## src/rtl/miss_track_table.sv

```systemverilog
module miss_track_table #(
  parameter int ENTRIES = 4,
  parameter int SLOTS   = 4,
  parameter int ADDR_W  = 32,
  parameter int OFF_W   = 7,
  parameter int TAG_W   = 8
) (
  input  logic                       clk,
  input  logic                       rst_n,
  input  logic                       miss_valid,
  input  logic [ADDR_W-1:0]          miss_addr,
  input  logic [TAG_W-1:0]           miss_tag,
  output logic                       miss_full,
  output logic                       mem_req_valid,
  output logic [$clog2(ENTRIES)-1:0] mem_req_subid,
  output logic [ADDR_W-OFF_W-1:0]    mem_req_blk,
  input  logic                       fill_valid,
  input  logic [$clog2(ENTRIES)-1:0] fill_subid,
  output logic                       lock_valid,
  output logic [ADDR_W-OFF_W-1:0]    lock_blk,
  output logic                       replay_valid,
  output logic [TAG_W-1:0]           replay_tag,
  output logic [ADDR_W-OFF_W-1:0]    replay_blk,
  output logic                       replay_last
);
  localparam int IW = $clog2(ENTRIES);
  localparam int BW = ADDR_W - OFF_W;
  localparam int CW = $clog2(SLOTS + 1);
  localparam int PW = $clog2(SLOTS);

  typedef enum logic [1:0] {E_FREE, E_WAIT, E_PLAY} ent_t;

  ent_t             st  [ENTRIES];
  logic [BW-1:0]    blk [ENTRIES];
  logic [CW-1:0]    cnt [ENTRIES];
  logic [PW-1:0]    rd  [ENTRIES];
  logic [TAG_W-1:0] tg  [ENTRIES][SLOTS];

  logic [BW-1:0] mb;
  logic          hit, free_any, play_any, dup;
  logic [IW-1:0] hit_idx, free_idx, play_idx;
  logic          acc, merge, alloc;

  assign mb = miss_addr[ADDR_W-1:OFF_W];

  always_comb begin
    hit = 1'b0; hit_idx = '0;
    free_any = 1'b0; free_idx = '0;
    play_any = 1'b0; play_idx = '0;
    for (int i = ENTRIES - 1; i >= 0; i--) begin
      if (st[i] != E_FREE && blk[i] == mb) begin hit = 1'b1; hit_idx = IW'(i); end
      if (st[i] == E_FREE) begin free_any = 1'b1; free_idx = IW'(i); end
      if (st[i] == E_PLAY) begin play_any = 1'b1; play_idx = IW'(i); end
    end
  end

  assign miss_full = hit ? (cnt[hit_idx] == CW'(SLOTS)) : !free_any;
  assign acc   = miss_valid && !miss_full;
  assign merge = acc && hit;
  assign alloc = acc && !hit;

  assign mem_req_valid = alloc;
  assign mem_req_subid = free_idx;
  assign mem_req_blk   = mb;

  assign lock_valid = fill_valid && st[fill_subid] == E_WAIT;
  assign lock_blk   = blk[fill_subid];

  assign replay_valid = play_any;
  assign replay_tag   = tg[play_idx][rd[play_idx]];
  assign replay_blk   = blk[play_idx];
  assign replay_last  = play_any && (CW'(rd[play_idx]) + CW'(1) == cnt[play_idx])
                        && !(merge && hit_idx == play_idx);

  always_ff @(posedge clk) begin
    if (!rst_n) begin
      for (int i = 0; i < ENTRIES; i++) begin
        st[i] <= E_FREE; blk[i] <= '0; cnt[i] <= '0; rd[i] <= '0;
        for (int s = 0; s < SLOTS; s++) tg[i][s] <= '0;
      end
    end else begin
      for (int i = 0; i < ENTRIES; i++) begin
        if (play_any && play_idx == IW'(i)) begin
          if (replay_last) st[i] <= E_FREE;
          else             rd[i] <= rd[i] + PW'(1);
        end
        if (fill_valid && fill_subid == IW'(i) && st[i] == E_WAIT) st[i] <= E_PLAY;
        if (merge && hit_idx == IW'(i)) begin
          tg[i][cnt[i][PW-1:0]] <= miss_tag;
          cnt[i] <= cnt[i] + CW'(1);
        end
        if (alloc && free_idx == IW'(i)) begin
          st[i] <= E_WAIT; blk[i] <= mb; tg[i][0] <= miss_tag;
          cnt[i] <= CW'(1); rd[i] <= '0;
        end
      end
    end
  end

  always_comb begin
    dup = 1'b0;
    for (int i = 0; i < ENTRIES; i++)
      for (int j = i + 1; j < ENTRIES; j++)
        if (st[i] != E_FREE && st[j] != E_FREE && blk[i] == blk[j]) dup = 1'b1;
  end

  AST_REQ_OPENS_ENTRY: assert property (@(posedge clk) disable iff (!rst_n)
    mem_req_valid |=> st[$past(mem_req_subid)] == E_WAIT);
  AST_UNIQUE_BLOCK: assert property (@(posedge clk) disable iff (!rst_n)
    !dup);
  AST_FILL_TARGETS_WAIT: assert property (@(posedge clk) disable iff (!rst_n)
    fill_valid |-> st[fill_subid] == E_WAIT);
  AST_REPLAY_IN_RANGE: assert property (@(posedge clk) disable iff (!rst_n)
    replay_valid |-> CW'(rd[play_idx]) < cnt[play_idx]);
  AST_LAST_FREES: assert property (@(posedge clk) disable iff (!rst_n)
    replay_last |=> st[$past(play_idx)] == E_FREE);
endmodule

```

## config.mk

```make
export PLATFORM = sky130hd
export DESIGN_NAME = miss_track_table
export DESIGN_NICKNAME = d
export VERILOG_FILES = /design/src/rtl/miss_track_table.sv
export SDC_FILE = /design/constraint.sdc
export NUM_CORES = 1
export LEC_CHECK = 0
export ABC_AREA = 1
export BUFFER_PORTS_ARGS = -buffer_cell sky130_fd_sc_hd__buf_2
export CELL_PAD_IN_SITES_DETAIL_PLACEMENT = 0
export CELL_PAD_IN_SITES_GLOBAL_PLACEMENT = 1
export CORE_MARGIN = 1.5
export CORE_UTILIZATION = 49
export DETAILED_ROUTE_END_ITERATION = 12
export GPL_ROUTABILITY_DRIVEN = 0
export MAX_ROUTING_LAYER = met4
export PLACE_DENSITY = 0.84
export SLEW_MARGIN = 20
export SYNTH_ARGS = -nofsm -noshare
export SYNTH_HDL_FRONTEND = slang
export SYNTH_SLANG_ARGS = --single-unit
```

## constraint.sdc

```tcl
create_clock -name clk -period 9.6 [get_ports clk]
set_input_delay 0.48 -clock clk [delete_from_list [all_inputs] [get_ports clk]]
set_output_delay 0.48 -clock clk [all_outputs]
set_load 0.05 [all_outputs]
```

==> impl_metrics.tcl, run 1 <==
set metrics [dict create \
    outcome "finished, final reports clean" \
    worstPathCellList "inv_1 > nor2_1 > inv_1 > nand2_1 > nor2_2 > inv_1 > nor2_2 > buf_4 > inv_2 > o22ai_1 > inv_1 > nand2_1 > clkinv_1 > ha_1 > a21oi_1 > o2111ai_1 > nor2_1 > nand2_1 > inv_2 > buf_2" \
    viasPerCell 5.89 \
    grt_pass1_wl_um 75800 \
    powerDensity_nw_per_um2 211 \
    p_comb_share_pct 27.4 \
    fin_tns_setup_ns 0 \
    totalWireLength_um 51500 \
    yosysWarnings 0 \
    power_frac_seq_pct 38.3 \
    pwr-share-clk_pct 34.3 \
    finalMaxSlewViolations 0 \
    clk_latency_ns 0.56 \
    drive_gt1_share_pct 15.3 \
    cts_resized 0 \
    register_area_um2 7450 \
    synthFlopType "edfxtp_1" \
    hold_depth 3 \
    cts_sinks 256 \
    avgSynthCellArea_um2 8.44 \
    ys_seq_area_share_pct 49.8 \
    initial_utilization_pct 50.1 \
    netlist.area_leader.share_pct 46.6 \
    rsz0062_at_grt "false" \
    worst_path_max_delay_cell "nor2_2" \
    cp_data_arrival_time_ns 6.19 \
    port_buffers 128 \
    antenna_found_initial 0 \
    clk_pin_slew_ns 0.06 \
    ios 136 \
    synth_nets 1836 \
    r2r_slack_ns 3.61 \
    async_reset_ff_share_pct 0 \
    netSwitchingPower_mw 1.26 \
    synth.area.top_cells "edfxtp_1, nand2_1, nor2_1" \
    layout.nets 1911 \
    vias 13300 \
    r2r-start "st[0][1]" \
    finalPower_mw 3.54 \
    postCtsHoldBufs 0 \
    multi_input_comb_area_um2 6260 \
    cts_tree "done" \
    wl_per_cell_um 22.8 \
    clock_path_buffers 3 \
    numCtsBuffers 29 \
    peakVddDrop_mv 0.204 \
    grt_max_degree 74 \
    dieHeight_um 178 \
    grt_use_total_pct 33.7 \
    fp-row-count 63 \
    slew-limit-headroom_pct 33.5 \
    tightest_slew_ns 0.996 \
    hp-class "in -> reg" \
    cp.required_ns 9.12 \
    power.leakage_nw 7.28 \
    grt_pass1_vias 12200 \
    crit_fanout 34 \
    p_sw_share_pct 35.7 \
    r2r_end "rd[3][1]" \
    syn_area_um2 15000 \
    start_kind "flip-flop" \
    die_x_um 178 \
    drv_cap 0 \
    reg2reg_depth 20 \
    p_int_mw 2.27 \
    post-route-min-period_ns 6.67 \
    grt-ovfl-total 0 \
    cp_common_cell "inv_1" \
    cp_slowest_stage_delay_ns 0.79 \
    synth-edff-count 232 \
    dp_hpwl_um 35400 \
    critPathLaunch "st[0][1]" \
    fillCellCount 2829 \
    timing.final.crit_share_pct 69.5 \
    cp-end-kind "output port" \
    finClkSkew_ns 0.0137 \
    synth_top_area_cell "edfxtp_1" \
    core_um2 29900 \
    cts_htree_levels 1 \
    cts_root_buf "clkbuf_16" \
    synthCells 1773 \
    yosysMostFrequentCell "nand2_1" \
    path_class "reg -> out" \
    drtPass1Iterations 5 \
    yosysUniqueCellTypes 52 \
    setup_viol 0 \
    drc 0 \
    first_iter_violations 1702 \
    hold_viol 0 \
    final_antenna_net_count 0 \
    timing.fmax_mhz 150 \
    synth-seq-cells 256 \
    fp.dieArea_um2 31600 \
    area_growth_pct 12.1 \
    n_antenna_cell 0 \
    synth_common_cells "nand2_1, nor2_1, edfxtp_1" \
    post-cts-setup-buffers 0 \
    critical_path.endpoint "replay_last" \
]
-- cells in the final DEF, fill, tap and decap left out, types with 27 or more instances in the layout --
| master | Yosys | final |
|---|---|---|
| inv_2 | 32 | 32 |
| o21ai_0 | 55 | 54 |
| a21oi_1 | 41 | 41 |
| o211ai_1 | 38 | 38 |
| nand2_1 | 415 | 415 |
| o221ai_1 | 52 | 52 |
| edfxtp_1 | 232 | 232 |
| xnor2_1 | 27 | 27 |
| nand3_1 | 40 | 40 |
| nor2_1 | 324 | 321 |
| buf_2 | 7 | 128 |
| inv_1 | 171 | 171 |
| clkbuf_16 | 0 | 29 |
-- sequential cells by signal, summed over array words and instances, names as in the netlist --
| name | flops |
|---|---|
| tg | 128 |
| blk | 100 |
| cnt | 12 |
| rd | 8 |
| st | 8 |
-- logic make-up (layout without fill, tap and decap cells) --
logic type / Yosys count / after routing / share of synthesized area (%)
XOR/XNOR: 35 / 35 / 2.05
adder cells (fa/ha/maj): 17 / 17 / 1.42
AND/OR/NAND/NOR: 885 / 885 / 25.4
flip-flops: 256 / 256 / 49.8
buffers and inverters: 307 / 405 / 8.51
AO/OA/AOI/OAI: 273 / 273 / 12.8
-- power by group through the flow --
stage	combinational [mW]	clock (mW)	sequential [mW]
4_1_cts	0.954	1.21	1.35
3_3_place_gp	0.945	0	1.37
3_5_place_dp	0.949	0	1.38
6_report	0.970	1.21	1.35
2_1_floorplan	0.672	0	1.36
5_1_grt	1.02	1.26	1.36
-- layer usage --
| layer | vias up | part of all wire [%] | track usage [%] |
|---|---|---|---|
| li1 | 6092 | - | - |
| met1 | 6339 | 42 | 47.7 |
| met2 | 796 | 43 | 48.6 |
| met3 | 98 | 13 | 7.84 |
| met4 | 0 | 2.9 | 8.96 |
| met5 | - | 0 | - |
-- area by class of cell --
cell class                      count  share of cell area [%]
Sequential cell                   256                    44.4
Multi-Input combinational cell   1210                    37.3
Clock buffer                       40                    4.75
Inverter                          208                    4.66
Timing Repair Buffer              143                    4.49
Tap cell                          390                    2.91
Clock inverter                     14                    1.43
-- how the worst min path moves through the flow --
stage / from / to / slack (ns)
3_5_place_dp: tg[2][12] / tg[2][12] / 0.49
4_1_cts: miss_tag[5] / tg[2][5] / 0.18
2_1_floorplan: tg[2][13] / tg[2][13] / 0.47
6_report: miss_tag[2] / tg[2][2] / 0.19
5_1_grt: miss_tag[2] / tg[2][2] / 0.19
3_3_place_gp: tg[2][15] / tg[2][15] / 0.48
-- through the flow --
stage	hold WS, ns	worst slack [ns]	std cells	util [%]	area [um2]
global route	0.191	2.58	2261	56.1	16800
finish	0.186	2.93	2261	56.1	16800
CTS	0.178	3.09	2261	56.1	16800
global placement	0.480	3.73	2207	52.7	15700
floorplan	0.471	5.90	1773	-	15000
detailed placement	0.487	3.73	2207	52.7	15700
-- critical path: cells and delay by family, from the launching register on --
kind / cells / cell delay [ns]
simple gates: 7 / 1.95
flops: 1 / 0.39
buf+inv: 9 / 2.30
compound gates: 3 / 0.53
fa+ha+maj: 1 / 0.42
Note: power is estimated with default switching activity, not from simulation.
==> run 2: changes to the inputs <==
- ABC_AREA: 1 -> 0
- PLACE_DENSITY: 0.84 -> 0.79
- clock period: 9.6 -> 6.55 ns (I/O delays scaled with it)
==> run 2 against run 1 <==
Non-clock buffer count rose by 12. Clock-buffer cell count fell by 5. Sequential share of layout area rose by 1.3 points. Total power rose by 33%. Die area fell by 2.6%. Via count fell by 21%. Worst setup slack got worse by 1.2 ns. Synthesized area fell by 2.7%. Critical endpoint unchanged.
==> impl_metrics.tcl, run 2 <==
set metrics [dict create \
    outcome "finished, final reports clean" \
    dp_hpwl_um 29800 \
    grt_use_met1_pct 37.2 \
    dpl.cell_count 1660 \
    path_class "reg -> out" \
    tightest_slew_ns 1.10 \
    cts_resized 0 \
    clock_path_buffers 3 \
    powerDensity_nw_per_um2 288 \
    mostFrequentLayoutCell "edfxtp_1" \
    slew-limit-headroom_pct 26.5 \
    synth-edff-count 232 \
    fp-row-count 62 \
    wl_per_cell_um 24.6 \
    ys_seq_area_share_pct 51.1 \
    cts_tree "done" \
    cts_sinks 256 \
    fp.dieArea_um2 30800 \
    largest_reg_flops 128 \
    synth_common_cells "edfxtp_1, and2_1, nand2_1" \
    cp.required_ns 6.22 \
    port_buffers 128 \
    regMostFlops "tg" \
    dieHeight_um 175 \
    drive_gt1_share_pct 20.5 \
    timing.fmax_mhz 209 \
    cp-end-kind "output port" \
    fin_util_pct 56.2 \
    fin_area_um2 16300 \
    finClkSkew_ns 0.0304 \
    antenna_found_initial 2 \
    synth_top_area_cell "edfxtp_1" \
    hp-class "in -> reg" \
    totalWireLength_um 42200 \
    ios 136 \
    clk_pin_slew_ns 0.06 \
    met2_usage_pct 44.7 \
    grt_max_degree 60 \
    grt_pass1_wl_um 64000 \
    worstPathCellList "xnor2_1 > nand4_1 > or3b_1 > nor4_2 > nor2_1 > a32oi_1 > nand2_2 > a31oi_4 > buf_2" \
    async_reset_ff_share_pct 0 \
    top_regs "tg x128, blk x100, cnt x12" \
    numCtsBuffers 29 \
    power.leakage_nw 6.43 \
    rsz0062_at_grt "false" \
    synthCells 1241 \
    grt_use_total_pct 28.4 \
    peakVddDrop_mv 0.288 \
    drv_cap 0 \
    grt-ovfl-total 0 \
    layout_common_cells "edfxtp_1, and2_1, buf_2" \
    hold_viol 0 \
    yosysUniqueCellTypes 76 \
    synthFlopType "edfxtp_1" \
    r2r_slack_ns 2.46 \
    register_area_um2 7450 \
    core_um2 29000 \
    cp_slowest_stage_delay_ns 0.73 \
    worst_path_max_delay_cell "nor4_2" \
    area_growth_pct 11.9 \
    start_kind "flip-flop" \
    grt_pass1_vias 10600 \
    clk_latency_ns 0.57 \
    syn_area_um2 14600 \
    stdcell_count 1716 \
    multi_input_comb_area_um2 6540 \
    fin_tns_setup_ns 0 \
    grt.busiest_layer "met2" \
    drc 0 \
    final_antenna_net_count 0 \
    crit_fanout 17 \
    met3_usage_pct 4.59 \
    cts_htree_levels 1 \
    dpl-instance-area_um2 15400 \
    setup_viol 0 \
    fillCellCount 2540 \
    layout.nets 1371 \
    synth-seq-cells 256 \
    synth.area.top_cells "edfxtp_1, and2_1, mux2i_1" \
    viasPerCell 6.15 \
    cts_root_buf "clkbuf_16" \
    yosysWarnings 0 \
    die_x_um 175 \
    synth_nets 1304 \
    postCtsHoldBufs 0 \
    vias 10500 \
    cp_data_arrival_time_ns 4.46 \
    timing.final.crit_share_pct 73.1 \
    avgSynthCellArea_um2 11.7 \
    netlist.area_leader.share_pct 47.8 \
    post-cts-setup-buffers 0 \
    finalMaxSlewViolations 0 \
    post-route-min-period_ns 4.79 \
    yosysMostFrequentCell "edfxtp_1" \
    initial_utilization_pct 50.2 \
    drtPass1Iterations 5 \
    first_iter_violations 1172 \
]
## run 2: logic make-up after synthesis
kind of cell	Yosys count	synth area share, %
AO/OA/AOI/OAI	199	9.65
XOR/XNOR	112	6.84
adder cells (fa/ha/maj)	17	1.46
buffers and inverters	131	4.47
flip-flops	256	51.1
multiplexers	111	9.92
AND/OR/NAND/NOR	415	16.5
## run 2: cell type report
class	count	share of cell area (%)
Antenna cell	2	0.0307
Clock buffer	35	4.59
Clock inverter	18	0.960
Multi-Input combinational cell	854	40.1
Inverter	12	0.276
Timing Repair Buffer	155	5.36
Sequential cell	256	45.7
Tap cell	384	2.95
## run 2: per-stage QoR
stage | hold WS [ns] | total power [mW] | worst slack [ns]
after floorplan | 0.439 | 2.80 | 1.87
after global placement | 0.449 | 3.12 | 2.24
after detailed placement | 0.458 | 3.13 | 2.34
after CTS | 0.156 | 4.70 | 1.91
after global routing | 0.195 | 4.84 | 1.67
final | 0.177 | 4.69 | 1.76
## run 2: path summary, 6_finish.rpt
check                   start           to  cells past startpoint
setup / recovery    blk[0][7]  replay_last                      9
hold / removal    miss_tag[7]    tg[2][15]                      3
setup reg to reg    blk[0][7]     st[0][0]                      9
hold reg to reg      tg[2][6]     tg[2][6]                      2
## run 2: power breakdown
group | total (mW) | internal [mW] | switching, mW
sequential | 1.97 | 1.90 | 0.0744
clock | 1.58 | 0.894 | 0.684
combinational | 1.14 | 0.314 | 0.827
## run 2: metal layers
metal,part of all wire [%],wire length (um),vias to the layer above
met4,3.6,1530,0
met5,0,0,-
met3,7.8,3300,90
met1,42,17700,5228
li1,-,-,4752
met2,47,19600,477
## run 2: worst max-delay path: cells and delay by family (launching register included)
kind / cells / cell delay [ns]
AOI/OAI and AO/OA: 2 / 0.98
xor gates and xnor gates: 1 / 0.47
buffers and inverters: 1 / 0.37
DFF: 1 / 0.43
and+or+nand+nor: 5 / 1.66
